### config.mk
export PLATFORM = sky130hd
export DESIGN_NAME = mouse_pkt_enc
export DESIGN_NICKNAME = d
export VERILOG_FILES = /design/src/rtl/mpe_pkg.sv /design/src/rtl/mpe_clamp.sv /design/src/rtl/mpe_packer.sv /design/src/rtl/mpe_fifo.sv /design/src/rtl/mouse_pkt_enc.sv
export SDC_FILE = /design/constraint.sdc
export NUM_CORES = 2
export LEC_CHECK = 0
export ABC_AREA = 1
export CAP_MARGIN = 20
export CORE_MARGIN = 10
export CORE_UTILIZATION = 40
export CTS_BUF_LIST = sky130_fd_sc_hd__clkbuf_4 sky130_fd_sc_hd__clkbuf_8
export DETAILED_ROUTE_END_ITERATION = 16
export PLACE_DENSITY = 0.52
export RECOVER_POWER = 25
export SLEW_MARGIN = 20
export SYNTH_ARGS = -nofsm -noshare
export SYNTH_HDL_FRONTEND = slang
export SYNTH_SLANG_ARGS = --single-unit
### constraint.sdc
create_clock -name clk -period 18.4 [get_ports clk]
set_clock_uncertainty 0.2 [all_clocks]
set_input_delay 1.84 -clock clk [delete_from_list [all_inputs] [get_ports clk]]
set_output_delay 1.84 -clock clk [all_outputs]
set_load 0.01 [all_outputs]
### src/rtl/mpe_pkg.sv
package mpe_pkg;
  localparam int BYTE_W  = 8;
  localparam int PKT_LEN = 5;
  localparam int SLOT_W  = $clog2(PKT_LEN);
  localparam logic [BYTE_W-1:0] SYNC_IDLE = 8'h87;
endpackage

### src/rtl/mpe_clamp.sv
module mpe_clamp #(
  parameter int IN_W   = 10,
  parameter bit NEGATE = 1'b0
) (
  input  logic [IN_W-1:0] din,
  output logic [7:0]      dout
);
  localparam logic signed [IN_W:0] LIM_HI = (IN_W+1)'(127);
  localparam logic signed [IN_W:0] LIM_LO = -(IN_W+1)'(127);

  logic signed [IN_W:0] ext;
  logic signed [IN_W:0] wide;

  assign ext = $signed({din[IN_W-1], din});

  generate
    if (NEGATE) begin : g_neg
      assign wide = -ext;
    end else begin : g_pass
      assign wide = ext;
    end
  endgenerate

  always_comb begin
    if (wide > LIM_HI)      dout = 8'h7F;
    else if (wide < LIM_LO) dout = 8'h81;
    else                    dout = wide[7:0];
  end
endmodule

### src/rtl/mpe_packer.sv
module mpe_packer
  import mpe_pkg::*;
#(
  parameter int D_W = 10
) (
  input  logic              clk,
  input  logic              rst_n,
  input  logic              clr,
  input  logic              evt_valid,
  output logic              evt_ready,
  input  logic [D_W-1:0]    evt_dx,
  input  logic [D_W-1:0]    evt_dy,
  input  logic [2:0]        evt_btn,
  output logic              wr_en,
  output logic [BYTE_W-1:0] wr_byte
);
  logic              busy;
  logic [SLOT_W-1:0] slot;
  logic [BYTE_W-1:0] sync_q, x_q, y_q;
  logic [BYTE_W-1:0] x_c, y_c;
  logic              take;

  mpe_clamp #(.IN_W(D_W), .NEGATE(1'b0)) u_clamp_x (.din(evt_dx), .dout(x_c));
  mpe_clamp #(.IN_W(D_W), .NEGATE(1'b1)) u_clamp_y (.din(evt_dy), .dout(y_c));

  assign evt_ready = !busy;
  assign take      = evt_valid && !busy && !clr;
  assign wr_en     = busy && !clr;

  always_ff @(posedge clk or negedge rst_n) begin
    if (!rst_n) begin
      busy   <= 1'b0;
      slot   <= '0;
      sync_q <= SYNC_IDLE;
      x_q    <= '0;
      y_q    <= '0;
    end else if (clr) begin
      busy <= 1'b0;
      slot <= '0;
    end else if (take) begin
      busy   <= 1'b1;
      slot   <= '0;
      sync_q <= SYNC_IDLE ^ {5'b0, evt_btn};
      x_q    <= x_c;
      y_q    <= y_c;
    end else if (busy) begin
      if (slot == SLOT_W'(PKT_LEN-1)) begin
        busy <= 1'b0;
        slot <= '0;
      end else begin
        slot <= slot + 1'b1;
      end
    end
  end

  always_comb begin
    case (slot)
      SLOT_W'(0): wr_byte = sync_q;
      SLOT_W'(1): wr_byte = x_q;
      SLOT_W'(2): wr_byte = y_q;
      default:    wr_byte = '0;
    endcase
  end

  assert_write_follows_accept_R5: assert property (@(posedge clk) disable iff (!rst_n)
    (evt_valid && evt_ready && !clr) |=> wr_en);
  assert_sync_pattern_R1: assert property (@(posedge clk) disable iff (!rst_n)
    (wr_en && slot == '0) |-> (wr_byte[7:3] == 5'b10000));
  assert_busy_runs_five_R5: assert property (@(posedge clk) disable iff (!rst_n)
    ($fell(busy) && !$past(clr)) |-> ($past(slot) == SLOT_W'(PKT_LEN-1)));
endmodule

### src/rtl/mpe_fifo.sv
module mpe_fifo
  import mpe_pkg::*;
#(
  parameter int DEPTH = 256
) (
  input  logic              clk,
  input  logic              rst_n,
  input  logic              clr,
  input  logic              wr_en,
  input  logic [BYTE_W-1:0] wr_byte,
  output logic              rd_valid,
  input  logic              rd_ready,
  output logic [BYTE_W-1:0] rd_data
);
  localparam int AW = $clog2(DEPTH);
  localparam int CW = AW + 1;

  logic [BYTE_W-1:0] mem [DEPTH];
  logic [AW-1:0]     wp, rp;
  logic [CW-1:0]     count;
  logic              full, do_rd, do_wr;

  assign full     = (count == CW'(DEPTH));
  assign rd_valid = (count != '0);
  assign do_rd    = rd_ready && rd_valid && !clr;
  assign do_wr    = wr_en && (!full || do_rd) && !clr;
  assign rd_data  = rd_valid ? mem[rp] : '0;

  always_ff @(posedge clk) begin
    if (do_wr) mem[wp] <= wr_byte;
  end

  always_ff @(posedge clk or negedge rst_n) begin
    if (!rst_n) begin
      wp    <= '0;
      rp    <= '0;
      count <= '0;
    end else if (clr) begin
      wp    <= '0;
      rp    <= '0;
      count <= '0;
    end else begin
      if (do_wr) wp <= wp + 1'b1;
      if (do_rd) rp <= rp + 1'b1;
      case ({do_wr, do_rd})
        2'b10:   count <= count + 1'b1;
        2'b01:   count <= count - 1'b1;
        default: count <= count;
      endcase
    end
  end

  assert_no_overflow_R6: assert property (@(posedge clk) disable iff (!rst_n)
    count <= CW'(DEPTH));
  assert_drop_when_full_R6: assert property (@(posedge clk) disable iff (!rst_n)
    (wr_en && full && !rd_ready && !clr) |=> $stable(count));
  assert_clear_empties_R9: assert property (@(posedge clk) disable iff (!rst_n)
    clr |=> (count == '0));
  assert_pop_one_R7: assert property (@(posedge clk) disable iff (!rst_n)
    (rd_ready && rd_valid && !wr_en && !clr) |=> (count == $past(count) - 1'b1));
endmodule

### src/rtl/mouse_pkt_enc.sv
module mouse_pkt_enc
  import mpe_pkg::*;
#(
  parameter int D_W   = 10,
  parameter int DEPTH = 256
) (
  input  logic           clk,
  input  logic           rst_n,
  input  logic           clr,
  input  logic           evt_valid,
  output logic           evt_ready,
  input  logic [D_W-1:0] evt_dx,
  input  logic [D_W-1:0] evt_dy,
  input  logic [2:0]     evt_btn,
  output logic           rd_valid,
  input  logic           rd_ready,
  output logic [7:0]     rd_data
);
  logic              wr_en;
  logic [BYTE_W-1:0] wr_byte;

  mpe_packer #(.D_W(D_W)) u_packer (
    .clk(clk), .rst_n(rst_n), .clr(clr),
    .evt_valid(evt_valid), .evt_ready(evt_ready),
    .evt_dx(evt_dx), .evt_dy(evt_dy), .evt_btn(evt_btn),
    .wr_en(wr_en), .wr_byte(wr_byte)
  );

  mpe_fifo #(.DEPTH(DEPTH)) u_fifo (
    .clk(clk), .rst_n(rst_n), .clr(clr),
    .wr_en(wr_en), .wr_byte(wr_byte),
    .rd_valid(rd_valid), .rd_ready(rd_ready), .rd_data(rd_data)
  );

  assert_empty_reads_zero_R8: assert property (@(posedge clk) disable iff (!rst_n)
    (!rd_valid && !wr_en && !clr) |=> (!rd_valid && rd_data == 8'h00));
endmodule

======== Yosys cells after proc, flatten, opt, wreduce, memory -nomap -nowiden ========
Memory sizes are Yosys's and may differ from the RTL's.
Cells that the tools add are included.
cells by class
  add/subtract/negate cells ............... 6
  order comparisons ....................... 4
  equal/unequal tests ..................... 6
  mux-type cells .......................... 22
  bitwise gates (word level) .............. 2
  reduce and logical (&&, ||, !) cells .... 18
operators by type and width
  cell                                                                               number
  8-bit 2-to-1 mux                                                                   9
  8-bit case mux with 3 select lines                                                 1
  9-bit case mux with 2 select lines                                                 1
  8-bit by 1-bit adder with 8-bit output (second input constant)                     2
  3-bit 2-to-1 mux                                                                   4
  11-bit by 8-bit greater-than comparator with 1-bit output (second input constant)  1
  11-bit by 8-bit less-than comparator with 1-bit output (second input constant)     1
  10-bit negation with 11-bit output                                                 1
  10-bit by 8-bit greater-than comparator with 1-bit output (second input constant)  1
  10-bit by 8-bit less-than comparator with 1-bit output (second input constant)     1
  9-bit by 1-bit adder with 9-bit output (second input constant)                     1
  9-bit == test (second input constant)                                              1
  9-bit 2-to-1 mux                                                                   1
  9-bit nonzero test                                                                 1
  9-bit by 1-bit subtractor with 9-bit output (second input constant)                1
  1-bit logical AND                                                                  7
  1-bit 2-to-1 mux                                                                   6
  3-bit nonzero test                                                                 2
  3-bit inverter with 4-bit output                                                   1
  2-bit nonzero test                                                                 2
  3-bit by 1-bit adder with 3-bit output (second input constant)                     1
  3-bit by 1-bit == test with 1-bit output (second input constant)                   1
  3-bit by 2-bit == test with 1-bit output (second input constant)                   1
  3-bit == test (second input constant)                                              1
  other kinds (7)                                                                    9
word-level totals
  bits in registers ....................... 49
  RAM bits ................................ 2048
  bits of input ports ..................... 28
  output and inout bits ................... 10
  memories kept ........................... 1
memory list
  memory      depth  bits a word  rd ports  clocked after Yosys merged registers in  write ports  RTL line        source
  u_fifo.mem  256    8            1         0                                        1            mpe_fifo.sv:18  logic [BYTE_W-1:0] mem [DEPTH];

======== Logic depth before layout (Yosys ltp) ========
  depth after elaboration ................. 9
  mapped depth ............................ 19
  mapped depth without buffers ............ 18

======== Modules after synthesis ========
A second synthesis with hierarchy kept.
second synthesis, totals
  cell total of the unflattened synthesis .. 7086
  area total of the unflattened synthesis .. 85345.6 um^2
by module, submodules not included
  module                           instances  cells each  area each (um^2)  sequential area each (um^2)
  mpe_fifo                         1          6819        83605.2           62124.6
  mpe_packer                       1          146         1161.1            579.3
  mpe_clamp at u_packer.u_clamp_y  1          93          440.4             0.0
  mpe_clamp at u_packer.u_clamp_x  1          28          138.9             0.0

======== Worst setup path before layout ========
OpenSTA, ideal clock, no wires.
  kind .................................... flip-flop to flip-flop
  from .................................... reg u_packer.slot[1]
  to ...................................... mem u_fifo.mem[0][3], data pin
  library setup time ...................... 2189 ps
  arrival time ............................ 10679 ps
  data required time ...................... 16011 ps
  setup slack ............................. 5333 ps
  cell stages (with the launch flop) ...... 5
  buffers on the path ..................... 0
  period minus slack after synthesis ...... 13067 ps
  cells stage by stage .................... dfrtp_1 > inv_1 > ha_1 > nand2_1 > o21ai_0
between the ends
  word-level cells in the longest chain between the ends .. 2
  elaborated cells on any way between the ends .. 4
  those cells by class .................... 2 x eq/ne; 1 x mux; 1 x reduce/logical
ends and longest elaborated chain
  item                                                              RTL line          source
  from (decl)                                                       mpe_packer.sv:18  logic [SLOT_W-1:0] slot;
  from (signal assigned)                                            mpe_packer.sv:51  slot <= slot + 1'b1;
  3-bit by 2-bit == test with 1-bit output (tied with other cells)  mpe_packer.sv:57  case (slot)
  8-bit case mux with 3 select lines *                              mpe_packer.sv:57
  via u_fifo.wr_byte[3]                                             mpe_fifo.sv:10    input logic [BYTE_W-1:0] wr_byte,
  to (decl)                                                         mpe_fifo.sv:18
The timed path passes the listed nets; every way through them passes the cells marked *.

======== Worst setup path after layout ========
  from .................................... reg u_packer.slot[1]
  to ...................................... mem u_fifo.mem[218][5], data pin
The elaborated chain is that of the path after synthesis.

==> reports/metrics.yaml <==
run_status:
  status: "finished, violations left"
  violations: "capacitance limit, slew limit"
clocking:
  numCtsBuffers: 366
  cts_buffer_depth: 4
  clkLatencyLatePin_ns: 1.08
  htreeDepth: 5
  cts_resized: 0
  cts_tree: "built"
  clk_pin_slew_ns: 0.06
  postCtsHoldBufs: 0
  cts_setup_buffers: 0
  cts_root_buf: "clkbuf_8"
  cts_sinks: 2096
global_route:
  gr-total-overflow: 0
  grt_util_all_layers_pct: 21.1
  grt_max_degree: 220
  grt_pass1_wl_um: 376000
  antenna_found_initial: 6
  grt_pass1_vias: 55000
worst_setup_path:
  crit_fanout: 171
  required_ns: 17.72
  max_stage_delay_ns: 6.19
  arrival_ns: 10.29
  path_cells: "inv_1 > ha_1 > nand2_1 > o21ai_0 > clkbuf_1"
  crit_type: "flip-flop to flip-flop"
  cp-end-kind: "flip-flop"
  r2r_setup_slack_ns: 7.42
  cp_slowest_cell: "clkbuf_1"
  cp-start-kind: "flip-flop"
sta:
  setup_viol: 0
  tightest_slew_ns: 9.09
  final_min_period_over_clock_period_pct: 59.6
  fin_tns_setup_ns: 0
  relSlewSlack_pct: -506
  rsz0062_at_grt: "no"
  min_period_ns: 10.98
  finalMaxSlewViolations: 1263
  max_freq_mhz: 91.1
  hold_viol: 0
cells_and_area:
  post-route-util_pct: 44.3
  syn_to_final_growth_pct: 10.2
  ff_latch_area_mm2: 0.0627
  drive_gt1_share_pct: 8.49
  nNetsFinal: 7312
  layout.cells.non_filler: 10300
  n_fill_cell: 19700
  multiInputGateArea_mm2: 0.0205
  design_area_mm2: 0.0948
logic_synthesis:
  synthTopCellsByArea: "edfxtp_1 (72%), nand2_1 (9.3%), nand3_1 (4.6%)"
  async_flop_share_pct: 2.29
  synth_top_family_by_area: "simple AND/OR/NAND/NOR gates"
  yosysTopAreaCell: "edfxtp_1"
  synthAdderAreaFrac_pct: 0.204
  yosysTopAreaCellShare_pct: 71.5
  synth_edf_count: 2048
  synth_compound_area_share_pct: 6.30
  synth_cells: 7231
  yosys_warnings: 0
  netlist-cell-type-count: 47
  synthesis.nets: 7273
  synth_xor_area_share_pct: 0.102
  yosys.area_share.simple_pct: 17.1
  yosys_register_bits: 2096
  ys.flop_type: "edfxtp_1"
  synth_mux_area_share_pct: 0.0815
  syn_area_mm2: 0.0860
  post_synth.cell_area_avg_um2: 11.9
  yosysSeqAreaShare_pct: 72.9
drt:
  drc: 0
  wl_per_cell_um: 24.8
  antenna_left: 0
  drt_wl_total_um: 256000
  vias: 56800
  drtIter0Drc: 5646
  drtPass1Iterations: 7
  vias_per_cell: 5.49
pwr:
  finalPower_mw: 12.5
  power.density_mw_per_mm2: 131
  leakage_nw: 33.2
  peakVddDrop_uv: 108
placed_design:
  place_congestion: 0.814
  post_dp_cell_area_mm2: 0.0884
  dp_hpwl_um: 140000
  portBuffers: 37
  place_inst: 9739
die:
  initial_utilization_pct: 40.1
  chipWidth_um: 484
  std_cell_rows: 170
  io_pins: 38
  core_mm2: 0.214
  die_y_um: 484
  dieArea_mm2: 0.234
worst_hold_path:
  hp-class: "flip-flop to flip-flop"
flow_run:
  cap_violations: 19
==> sequential cells by signal (all words and copies together), names as in the netlist <==
signal	count
u_fifo.count	9
u_fifo.mem	2048
u_fifo.rp	8
u_fifo.wp	8
u_packer.busy	1
u_packer.slot	3
u_packer.sync_q	3
u_packer.x_q	8
u_packer.y_q	8
==> cells by family (layout without fill, tap and decap cells) <==
| group | count (synthesis) | in the layout |
|---|---|---|
| compound gates | 953 | 953 |
| flops | 2096 | 2096 |
| other cells | 0 | 6 |
| fa+ha+maj | 14 | 14 |
| buf+inv | 565 | 837 |
| simple gates | 3586 | 3586 |
| mux | 7 | 7 |
| xor+xnor | 10 | 10 |
==> critical path: cells and delay by family (launching register included) <==
family	cells	cell delay [ns]
buffers and inverters	2	6.29
AOI/OAI and AO/OA	1	1.89
DFF	1	0.40
adders and majority gates	1	0.19
and+or+nand+nor	1	0.14
==> cells in the final DEF, fill, tap and decap left out, types with 21 or more instances in the layout <==
| master | synthesis | routed |
|---|---|---|
| nor2_1 | 565 | 566 |
| dfrtp_1 | 45 | 40 |
| clkinv_1 | 8 | 86 |
| nand3_1 | 798 | 796 |
| clkdlybuf4s50_1 | 0 | 35 |
| o21ai_0 | 257 | 257 |
| a21boi_0 | 97 | 97 |
| o22ai_1 | 105 | 105 |
| inv_1 | 90 | 89 |
| edfxtp_1 | 2048 | 2048 |
| o211ai_1 | 101 | 101 |
| o21ai_1 | 21 | 21 |
| clkbuf_8 | 0 | 375 |
| nand2_1 | 2120 | 2119 |
| buf_4 | 77 | 77 |
| clkbuf_4 | 0 | 121 |
| nor3_1 | 67 | 67 |
| a21oi_1 | 363 | 363 |
==> final timing paths <==
path / start / end / cells past startpoint
min reg2reg: u_packer.y_q[1] / u_packer.y_q[1] / 2
max reg2reg: u_packer.slot[1] / u_fifo.mem[218][5] / 5
min in group asynchronous: rst_n / u_fifo.wp[0] / 2
max in group asynchronous: rst_n / u_fifo.rp[4] / 2
max: u_packer.slot[1] / u_fifo.mem[218][5] / 5
min: u_packer.y_q[1] / u_packer.y_q[1] / 2
==> power by group <==
group | internal (mW) | switching [mW] | total, mW | leakage [nW]
clock | 2.12 | 1.86 | 3.99 | 3.48
sequential | 5.47 | 0.0468 | 5.52 | 19.2
combinational | 0.730 | 2.22 | 2.95 | 10.5
total | 8.32 | 4.13 | 12.5 | 33.2
==> cell usage after synthesis (2+ instances only) <==
library cell and number:
nand3_2 4, a21oi_1 363, nand2_2 2, inv_1 90
nor3_1 67, nand2_1 2120, a21boi_1 2, inv_2 5
nor2_2 2, mux2i_1 7, o21ai_0 257, dfstp_2 3
dfrtp_1 45, a21boi_0 97, buf_1 34, buf_4 77
xnor2_1 3, a211oi_1 2, o22ai_1 105, clkinv_1 8
nand3_1 798, buf_2 215, nand2_4 2, clkbuf_1 116
nor2_1 565, xor2_1 7, edfxtp_1 2048, o211ai_1 101
nand4_1 17, nor2_4 3, ha_1 14, buf_6 17
o21ai_1 21
==> metrics by stage <==
| stage | hold WS, ns | worst slack (ns) |
|---|---|---|
| floorplan | 0.253 | 5.33 |
| global placement | 0.285 | 10.32 |
| detailed placement | 0.290 | 10.31 |
| CTS | 0.302 | 9.14 |
| global route | 0.320 | 6.85 |
| finish | 0.296 | 7.42 |
==> layer usage <==
| metal | part of all wire (%) | GRT usage, % | vias to the layer above |
|---|---|---|---|
| met1 | 44 | 29.8 | 28500 |
| met5 | 0.0043 | 0 | - |
| li1 | - | - | 25700 |
| met3 | 7.3 | 3.80 | 468 |
| met4 | 2.8 | 6.52 | 2 |
| met2 | 46 | 33.2 | 2135 |
==> layout make-up <==
cell class                      instances  share of cell area (%)
Antenna cell                            6                  0.0158
Sequential cell                      2096                    66.2
Multi-Input combinational cell       4570                    21.6
Clock inverter                        105                   0.491
Tap cell                             2838                    3.75
Clock buffer                          496                    6.40
Timing Repair Buffer                  131                    1.11
Inverter                              105                   0.466
Note: power is estimated with default switching activity, not from simulation.
